$ cat config.mk
export PLATFORM = sky130hd
export DESIGN_NAME = resv_monitor
export DESIGN_NICKNAME = d
export VERILOG_FILES = /design/src/rtl/resv_pkg.sv /design/src/rtl/resv_slot.sv /design/src/rtl/fail_counter.sv /design/src/rtl/resv_monitor.sv
export SDC_FILE = /design/constraint.sdc
export NUM_CORES = 1
export LEC_CHECK = 0
export BUFFER_PORTS_ARGS = -buffer_cell sky130_fd_sc_hd__buf_4
export CAP_MARGIN = 20
export CORE_AREA = 2 2 123 125
export CTS_BUF_LIST = sky130_fd_sc_hd__clkbuf_4 sky130_fd_sc_hd__clkbuf_8
export CTS_CLUSTER_DIAMETER = 50
export DETAILED_ROUTE_END_ITERATION = 12
export DIE_AREA = 0 0 125 127
export PLACE_DENSITY = 0.94
export SKIP_CTS_REPAIR_TIMING = 1
export SYNTH_ARGS = -nofsm -noshare
export SYNTH_HDL_FRONTEND = slang
export SYNTH_SLANG_ARGS = --single-unit
$ cat constraint.sdc
create_clock -name clk -period 5.9 [get_ports clk]
set_input_delay 0.59 -clock clk [delete_from_list [all_inputs] [get_ports clk]]
set_output_delay 0.59 -clock clk [all_outputs]
set_load 0.01 [all_outputs]
$ cat src/rtl/resv_pkg.sv
package resv_pkg;

    typedef enum logic {
        OP_LINK = 1'b0,
        OP_COND = 1'b1
    } op_e;

    typedef enum logic [1:0] {
        RC_NONE   = 2'd0,
        RC_PASS   = 2'd1,
        RC_BYPASS = 2'd2
    } rc_e;

    typedef struct packed {
        logic fwd;
        rc_e  code;
    } decision_t;

endpackage

$ cat src/rtl/resv_slot.sv
module resv_slot #(
    parameter int ADDR_W = 32
) (
    input  logic              clk,
    input  logic              rst,
    input  logic              set_i,
    input  logic              kill_i,
    input  logic [ADDR_W-1:0] gran_i,
    output logic              live_o,
    output logic [ADDR_W-1:0] gran_o
);

    logic              live_q;
    logic [ADDR_W-1:0] gran_q;

    always_ff @(posedge clk) begin
        if (rst) begin
            live_q <= 1'b0;
            gran_q <= '0;
        end else if (set_i) begin
            live_q <= 1'b1;
            gran_q <= gran_i;
        end else if (kill_i) begin
            live_q <= 1'b0;
        end
    end

    assign live_o = live_q;
    assign gran_o = gran_q;

    AST_LINK_ARMS: assert property (@(posedge clk) disable iff (rst)
        set_i |=> (live_q && gran_q == $past(gran_i)));

    AST_KILL_DISARMS: assert property (@(posedge clk) disable iff (rst)
        (kill_i && !set_i) |=> !live_q);

endmodule

$ cat src/rtl/fail_counter.sv
module fail_counter #(
    parameter int CNT_W       = 13,
    parameter int WARN_PERIOD = 10,
    parameter int FATAL_LIMIT = 5000
) (
    input  logic clk,
    input  logic rst,
    input  logic fail_i,
    input  logic pass_i,
    output logic warn_o,
    output logic fatal_o
);

    localparam int PH_W = (WARN_PERIOD > 1) ? $clog2(WARN_PERIOD) : 1;
    localparam logic [CNT_W-1:0] CNT_MAX   = {CNT_W{1'b1}};
    localparam logic [CNT_W-1:0] FATAL_PRE = CNT_W'(FATAL_LIMIT - 1);
    localparam logic [PH_W-1:0]  PH_LAST   = PH_W'(WARN_PERIOD - 1);

    logic [CNT_W-1:0] cnt_q;
    logic [PH_W-1:0]  phase_q;
    logic             fatal_q;
    logic             bump;
    logic             hit_fatal;

    always_comb begin
        bump      = fail_i && (cnt_q != CNT_MAX);
        warn_o    = bump && (phase_q == PH_LAST);
        hit_fatal = bump && (cnt_q == FATAL_PRE);
    end

    always_ff @(posedge clk) begin
        if (rst) begin
            cnt_q   <= '0;
            phase_q <= '0;
            fatal_q <= 1'b0;
        end else begin
            if (pass_i) begin
                cnt_q   <= '0;
                phase_q <= '0;
            end else if (bump) begin
                cnt_q   <= cnt_q + 1'b1;
                phase_q <= (phase_q == PH_LAST) ? '0 : phase_q + 1'b1;
            end
            if (hit_fatal) begin
                fatal_q <= 1'b1;
            end
        end
    end

    assign fatal_o = fatal_q;

    AST_FATAL_STICKY: assert property (@(posedge clk) disable iff (rst)
        fatal_q |=> fatal_q);

    AST_NO_WRAP: assert property (@(posedge clk) disable iff (rst)
        (cnt_q == CNT_MAX && fail_i) |=> (cnt_q == CNT_MAX));

    AST_PASS_ZEROES: assert property (@(posedge clk) disable iff (rst)
        pass_i |=> (cnt_q == '0));

    AST_STEP_ONE: assert property (@(posedge clk) disable iff (rst)
        (fail_i && !pass_i && cnt_q != CNT_MAX) |=> (cnt_q == $past(cnt_q) + 1'b1));

endmodule

$ cat src/rtl/resv_monitor.sv
module resv_monitor
    import resv_pkg::*;
#(
    parameter int NUM_THREADS = 4,
    parameter int ADDR_W      = 32,
    parameter int GRAN_BITS   = 4,
    parameter int CNT_W       = 13,
    parameter int WARN_PERIOD = 10,
    parameter int FATAL_LIMIT = 5000
) (
    input  logic                                  clk,
    input  logic                                  rst,
    input  logic                                  req_valid,
    input  logic                                  req_op,
    input  logic [$clog2(NUM_THREADS)-1:0]        req_tid,
    input  logic [ADDR_W-1:0]                     req_addr,
    input  logic                                  req_uncached,
    output logic                                  rsp_valid,
    output logic                                  rsp_forward,
    output logic [1:0]                            rsp_code,
    output logic                                  rsp_warn,
    output logic [NUM_THREADS-1:0]                fatal
);

    localparam int TID_W = $clog2(NUM_THREADS);
    localparam logic [ADDR_W-1:0] GRAN_MASK =
        {{(ADDR_W-GRAN_BITS){1'b1}}, {GRAN_BITS{1'b0}}};

    logic [ADDR_W-1:0]      req_gran;
    logic [NUM_THREADS-1:0] live_v;
    logic [ADDR_W-1:0]      gran_v [NUM_THREADS];
    logic [NUM_THREADS-1:0] set_v, kill_v, fail_v, pass_v, warn_v;

    logic      is_link, is_cond_c, is_cond_u;
    logic      sel_live;
    logic [ADDR_W-1:0] sel_gran;
    logic      cond_ok;
    decision_t dec;

    logic      valid_q;
    decision_t dec_q;
    logic      warn_q;

    always_comb begin
        req_gran  = req_addr & GRAN_MASK;
        is_link   = req_valid && (op_e'(req_op) == OP_LINK);
        is_cond_c = req_valid && (op_e'(req_op) == OP_COND) && !req_uncached;
        is_cond_u = req_valid && (op_e'(req_op) == OP_COND) && req_uncached;
        sel_live  = live_v[req_tid];
        sel_gran  = gran_v[req_tid];
        cond_ok   = sel_live && (sel_gran == req_gran);
    end

    always_comb begin
        dec.fwd  = 1'b1;
        dec.code = RC_NONE;
        if (is_cond_u) begin
            dec.code = RC_BYPASS;
        end else if (is_cond_c) begin
            if (cond_ok) begin
                dec.code = RC_PASS;
            end else begin
                dec.fwd  = 1'b0;
            end
        end
    end

    for (genvar t = 0; t < NUM_THREADS; t++) begin : g_thread
        logic mine;
        assign mine      = (req_tid == TID_W'(t));
        assign set_v[t]  = is_link && mine;
        assign kill_v[t] = is_cond_c && mine;
        assign fail_v[t] = is_cond_c && mine && !cond_ok;
        assign pass_v[t] = is_cond_c && mine && cond_ok;

        resv_slot #(
            .ADDR_W (ADDR_W)
        ) u_slot (
            .clk    (clk),
            .rst    (rst),
            .set_i  (set_v[t]),
            .kill_i (kill_v[t]),
            .gran_i (req_gran),
            .live_o (live_v[t]),
            .gran_o (gran_v[t])
        );

        fail_counter #(
            .CNT_W       (CNT_W),
            .WARN_PERIOD (WARN_PERIOD),
            .FATAL_LIMIT (FATAL_LIMIT)
        ) u_fail (
            .clk     (clk),
            .rst     (rst),
            .fail_i  (fail_v[t]),
            .pass_i  (pass_v[t]),
            .warn_o  (warn_v[t]),
            .fatal_o (fatal[t])
        );
    end

    always_ff @(posedge clk) begin
        if (rst) begin
            valid_q <= 1'b0;
            dec_q   <= '0;
            warn_q  <= 1'b0;
        end else begin
            valid_q <= req_valid;
            dec_q   <= dec;
            warn_q  <= |warn_v;
        end
    end

    assign rsp_valid   = valid_q;
    assign rsp_forward = dec_q.fwd;
    assign rsp_code    = dec_q.code;
    assign rsp_warn    = warn_q;

    AST_RSP_AFTER_REQ: assert property (@(posedge clk) disable iff (rst)
        req_valid |=> rsp_valid);

    AST_NO_SPURIOUS_RSP: assert property (@(posedge clk) disable iff (rst)
        !req_valid |=> !rsp_valid);

    AST_BYPASS_CODE: assert property (@(posedge clk) disable iff (rst)
        (req_valid && req_op && req_uncached) |=> (rsp_forward && rsp_code == 2'd2));

    AST_BLOCKED_IS_FAIL: assert property (@(posedge clk) disable iff (rst)
        (rsp_valid && !rsp_forward) |-> (rsp_code == 2'd0));

    AST_WARN_WITH_FAIL: assert property (@(posedge clk) disable iff (rst)
        rsp_warn |-> (rsp_valid && !rsp_forward));

    AST_ONE_THREAD: assert property (@(posedge clk) disable iff (rst)
        $onehot0(set_v | kill_v));

endmodule

* Yosys cells after proc, flatten, opt, wreduce, memory -nomap -nowiden
Cells that the tools add are included.
** Word-level totals
- Register bits :: 193
- Bits in latches :: 0
- RAM bits :: 0
- Bits in read-only memories :: 0
- Input port bits :: 39
- Output and inout bits :: 9
- Logic and storage cells :: 122
- Memories kept :: 0
** Cells by class
- $add $sub $neg :: 8
- $mul :: 0
- Divide/modulo/power cells :: 0
- Order comparisons :: 2
- Equal/unequal tests :: 16
- Shift-type cells :: 0
- Muxes and demuxes :: 22
- Bitwise operators :: 3
- Reduce and logical (&&, ||, !) cells :: 46
** Operators with widths (number)
- binary-select mux 32 bit (select 2 bit) :: 1
- two-way mux 32 bit :: 2
- adder 13 x 1 -> 13 bit, second input constant :: 4
- equality test 13 bit, second input constant :: 4
- inequality test 13 bit, second input constant :: 4
- logical AND 1 bit :: 33
- equality test 32 bit :: 1
- adder 4 x 1 -> 4 bit, second input constant :: 4
- equality test 4 bit, second input constant :: 4
- two-way mux 4 bit :: 4
- two-way mux 1 bit :: 12
- nonzero test 2 bit :: 4
- OR reduction 2 bit :: 4
- equality test 2 bit, second input constant :: 2
- OR reduction 4 bit :: 1
- greater-or-equal comparator 3 bit, second input constant :: 1
- < comparator 2 x 3 -> 1 bit, second input constant :: 1
- two-way mux 3 bit :: 1
- inverter 2 -> 3 bit :: 1
- OR reduction 3 bit :: 1
- binary-select mux 1 bit (select 2 bit) :: 1
- equality test 2 x 1 -> 1 bit, second input constant :: 1
- logical NOT 1 bit :: 2
- logical NOT 2 bit :: 1
- 2 further kinds :: 3

* Logic depth before layout (Yosys ltp)
- Word-level depth :: 11
- Gate-level depth with buffers :: 14
- Mapped depth without buffers :: 9

* By module
A second synthesis with hierarchy kept.
** Unflattened totals
- Cells, all modules :: 970
- Area, all modules :: 9953.3 sq um
** By module, submodules not included
- resv_slot :: times used 4, cells each 108, area each 1204.9 sq um, sequential area each 660.6 sq um
- fail_counter :: times used 4, cells each 101, area each 918.4 sq um, sequential area each 360.3 sq um
- resv_monitor :: times used 1, cells each 134, area each 1460.2 sq um, sequential area each 100.1 sq um

* Worst setup path before layout
OpenSTA, ideal clock, no wires.
- Path kind :: input to register
- Start :: input port req_tid[0]
- End :: register g_thread[3].u_fail.cnt_q[10]
- Library setup time :: 117 ps
- Arrival time :: 3107 ps
- Data required time :: 5783 ps
- Slack :: 2676 ps
- Stages on the path :: 13
- Buffers on the path :: 6
- Path through :: buf_6 > buf_6 > clkbuf_1 > mux4_2 > xnor2_1 > nand4_1 > or4_1 > buf_6 > buf_6 > buf_6 > o2111ai_1 > xor2_1 > nor2_1
** On the way
- Longest elaborated chain between the ends :: 9
- Elaborated cells on any way between the ends :: 15
- Classes of those cells :: eq/ne: 2; mux: 5; bitwise: 1; reduce/logical: 7
** RTL lines
- from (decl) :: line resv_monitor.sv:15 : input logic [$clog2(NUM_THREADS)-1:0] req_tid,
- inverter 2 -> 3 bit (not written as such) :: line resv_monitor.sv:50 : sel_gran = gran_v[req_tid];
- binary-select mux 32 bit (select 2 bit) :: line resv_monitor.sv:50
- two-way mux 32 bit (not written as such) (2 in series) :: line resv_monitor.sv:50
- equality test 32 bit :: line resv_monitor.sv:51 : cond_ok = sel_live && (sel_gran == req_gran);
- logical AND 1 bit :: line resv_monitor.sv:51
- logical NOT 1 bit :: line resv_monitor.sv:73 : assign fail_v[t] = is_cond_c && mine && !cond_ok;
- logical AND 1 bit :: line resv_monitor.sv:73
- logical AND 1 bit :: line fail_counter.sv:26 : bump = fail_i && (cnt_q != CNT_MAX);
- to (signal assigned) :: line fail_counter.sv:41 : cnt_q <= cnt_q + 1'b1;
- to (decl) :: line fail_counter.sv:19 : logic [CNT_W-1:0] cnt_q;
Parallel ways exist; a longest one is shown, timed or not. The select of a mux whose other input is x is not followed.
A chain may end at the register's enable or synchronous reset.

* Final worst setup path
- Start :: input port req_tid[1]
- End :: register g_thread[0].u_fail.cnt_q[1]
** On the way
- Longest elaborated chain between the ends :: 9
- Elaborated cells on any way between the ends :: 15
- Classes of those cells :: eq/ne: 1; mux: 5; bitwise: 1; reduce/logical: 8
** RTL lines (line)
- inverter 2 -> 3 bit (not written as such) :: resv_monitor.sv:50
- binary-select mux 32 bit (select 2 bit) :: resv_monitor.sv:50
- two-way mux 32 bit (not written as such) (2 in series) :: resv_monitor.sv:50
- equality test 32 bit :: resv_monitor.sv:51
- logical AND 1 bit :: resv_monitor.sv:51
- logical NOT 1 bit :: resv_monitor.sv:73
- logical AND 1 bit :: resv_monitor.sv:73
- logical AND 1 bit :: fail_counter.sv:26
- to (signal assigned) :: fail_counter.sv:41
- to (decl) :: fail_counter.sv:19
Parallel ways exist; a longest one is shown, timed or not. The select of a mux whose other input is x is not followed.

==> metrics.csv <==
stage,metric,value,unit
layout,"non-filler cells, final",1326,
timing,final hold vios,0,
place,DP Wirelength,14.3,mm
layout,Final #Nets,1173,
min_path,hold_sp,req_uncached,
timing,# setup viols final,0,
pwr,Comb power frac,7.9,%
global_routing,GRT Overall Usage,28.0,%
worst_setup_path,Worst Setup SP,req_tid[1],
logic_synthesis,Syn Area/Cell,8.21,um2
pwr,Leak,3.37,nW
pwr,Sw Ratio,25.5,%
place,port bufs,43,
timing,Fin Setup TNS,0,ns
global_routing,pin count of the biggest net entering global routing,115,
detailed_routing,first drt pass iteration count,5,
timing,worst rel slew slack,39.0,%
worst_setup_path,"critical path, cell by cell",buf_4 > mux2_2 > a222oi_1 > o221ai_1 > nor4_1 > or4b_1 > buf_4 > o21ai_2 > mux2i_1 > nor2_1,
global_routing,number of global-route vias before repair,7645,
min_path,HP Class,primary input to register,
global_routing,GRT overflow,0,
logic_synthesis,sequential fraction of the synthesis area,41.5,%
logic_synthesis,"EDFF count, synth",0,
floorplanning,chip height,127,um
detailed_routing,Post-DRT Antenna Nets,0,
pwr,Clk pwr share,34.4,%
clock_network,"buffers from clock root to sink, at most",2,
floorplanning,die area,15900,um2
pwr,Peak VDD IR,0.206,mV
detailed_routing,wire per inst,17.0,um
clock_network,H-tree Lvls,4,
layout,final core occ,68.7,%
detailed_routing,Vias per Instance,6.25,
logic_synthesis,main flop type after synthesis,dfxtp_1,
layout,synth-to-layout area growth,6.59,%
worst_setup_path,nature of the critical path startpoint,primary input,
global_routing,initial antenna violation count,0,
logic_synthesis,ys async rst share,0,%
clock_network,CTS clock-pin slew for the worst setup and hold paths,0.09,ns
timing,Tmin final,4.17,ns
worst_setup_path,Critical Path End Type,register,
logic_synthesis,Synth Instances,1133,
worst_setup_path,worst setup path class,primary input to register,
worst_setup_path,Crit Reg-Reg Startpoint,g_thread[3].u_slot.gran_o[16]$_SDFFE_PP0P_,
layout,Diodes inserted,0,
timing,skew final,0.0133,ns
pwr,Pwr per Cell Area,233,nW/um2
place,post-place setup slack,1.34,ns
floorplanning,# IOs,48,
timing,fmax,240,MHz
floorplanning,Initial Util,64.5,%
clock_network,CTS sink count,193,
floorplanning,row count,44,
worst_setup_path,crit-path max cell delay,0.88,ns
timing,fin worst setup slack,1.73,ns
layout,"most common cell after layout, fill and taps aside",nand2_1,
worst_setup_path,slowest CP cell,or4b_1,
worst_setup_path,largest fanout on the critical path,53,
logic_synthesis,mapped cell area,9300,um2
global_routing,first-pass GRT wire length,36.3,mm
layout,most frequent cells in the layout,"nand2_1, dfxtp_1, a21oi_1",
worst_setup_path,Worst EP arrival,4.54,ns
place,dpl cells,1293,
clock_network,clock root cell,clkbuf_8,
timing,RSZ-0062 raised after global routing,no,
logic_synthesis,synthesized flop and latch total,193,
place,gpl congestion,0.917,
clock_network,CTS tree,done,
detailed_routing,drt drc,0,
clock_network,total CTS buffers,17,
pwr,switching pwr,0.589,mW
run,max cap viols,0,
detailed_routing,Final Routed Wirelength,22.6,mm
worst_setup_path,critical path required time,6.27,ns
timing,measured slew at the worst slew-check pin,0.915,ns
logic_synthesis,count of cell types in the netlist,65,
outcome,outcome,"finished, final reports clean",
clock_network,Worst-Skew Late Latency,0.49,ns
logic_synthesis,YS warnings,0,
timing,Max Slew Vio Count,0,
worst_setup_path,cell mode on critical path,buf_4,
timing,fin crit share,70.7,%
pwr,Int Power,1.72,mW
layout,layout cells sized above 1,11.5,%
logic_synthesis,syn_nets,1176,
floorplanning,core area,14400,um2
floorplanning,Horiz. Die Dim,125,um
pwr,sequential power share,57.7,%
detailed_routing,Via Count,8285,
detailed_routing,Initial DRC Count,871,
==> metrics by stage <==
| step | instance area, um2 | hold WS [ns] | total power [mW] |
|---|---|---|---|
| after floorplan | 9300 | 0.433 | 1.48 |
| after global placement | 9530 | 0.438 | 1.53 |
| after detailed placement | 9530 | 0.443 | 1.54 |
| after CTS | 9880 | 0.279 | 2.30 |
| after global routing | 9920 | 0.283 | 2.38 |
| final | 9920 | 0.300 | 2.31 |
==> worst max-delay path: cells and delay by family <==
kind                   cells  cell delay [ns]
buffers and inverters      2             0.94
muxes                      2             0.65
and+or+nand+nor            3             1.32
AOI/OAI and AO/OA          3             0.98
==> cell usage after synthesis, types with 11 or more instances <==
| cell | n | share of area [%] |
|---|---|---|
| nor4_1 | 13 | 0.87 |
| mux4_2 | 15 | 3.6 |
| xnor2_1 | 23 | 2.2 |
| a21oi_1 | 149 | 8.0 |
| nor3_1 | 21 | 1.1 |
| nor2_1 | 66 | 2.7 |
| mux2i_1 | 39 | 4.2 |
| nand2_1 | 264 | 11 |
| inv_1 | 20 | 0.81 |
| xor2_1 | 33 | 3.1 |
| o2111ai_1 | 12 | 1.1 |
| dfxtp_1 | 193 | 42 |
| o21ai_0 | 36 | 1.9 |
| buf_6 | 11 | 1.3 |
| nand3_1 | 25 | 1.3 |
| clkbuf_1 | 54 | 2.2 |
==> per-layer routing <==
metal / vias to the layer above / global-route usage (%) / part of all wire, %
met1: 3943 / 34.0 / 39
met4: 0 / 12.0 / 3.3
li1: 3924 / - / -
met3: 70 / 6.74 / 8.1
met5: - / 0 / 0
met2: 348 / 47.6 / 49
==> area by class of cell <==
cell class,instances,area [um2]
Multi-Input combinational cell,839,4930
Fill cell,1125,4510
Sequential cell,193,3860
Timing Repair Buffer,59,467
Clock buffer,23,292
Tap cell,184,230
Inverter,20,75.1
Clock inverter,8,56.3
==> final timing paths <==
check,to,slack [ns],depth (start not counted)
max,g_thread[0].u_fail.cnt_q[1]$_SDFFE_PP0P_,1.73,10
min,rsp_code[0]$_SDFF_PP0_,0.30,2
max reg2reg,g_thread[0].u_fail.cnt_q[1]$_SDFFE_PP0P_,2.26,9
min reg2reg,g_thread[1].u_slot.gran_o[7]$_SDFFE_PP0P_,0.46,2
==> cell families after synthesis <==
family / share of synthesized area (%)
AOI/OAI and AO/OA: 16.6
xor gates and xnor gates: 5.27
adders and majority gates: 0.538
buffers and inverters: 5.62
DFF: 41.5
muxes: 8.31
and+or+nand+nor: 22.1
==> state kept, by name, summed over array words and instances, names as in the netlist <==
signal / flops
g_thread.u_fail.fatal_o: 4
g_thread.u_slot.gran_o: 112
rsp_forward: 1
rsp_code: 2
g_thread.u_fail.cnt_q: 52
rsp_valid: 1
g_thread.u_slot.live_o: 4
g_thread.u_fail.phase_q: 16
rsp_warn: 1
==> power by group through the flow <==
stage	Clock (mW)	Combinational, mW	Sequential, mW
2_1_floorplan	0	0.122	1.36
3_3_place_gp	0	0.172	1.36
3_5_place_dp	0	0.175	1.36
4_1_cts	0.796	0.176	1.33
5_1_grt	0.849	0.196	1.33
6_report	0.793	0.182	1.33
(Power assumes the default switching activity.)
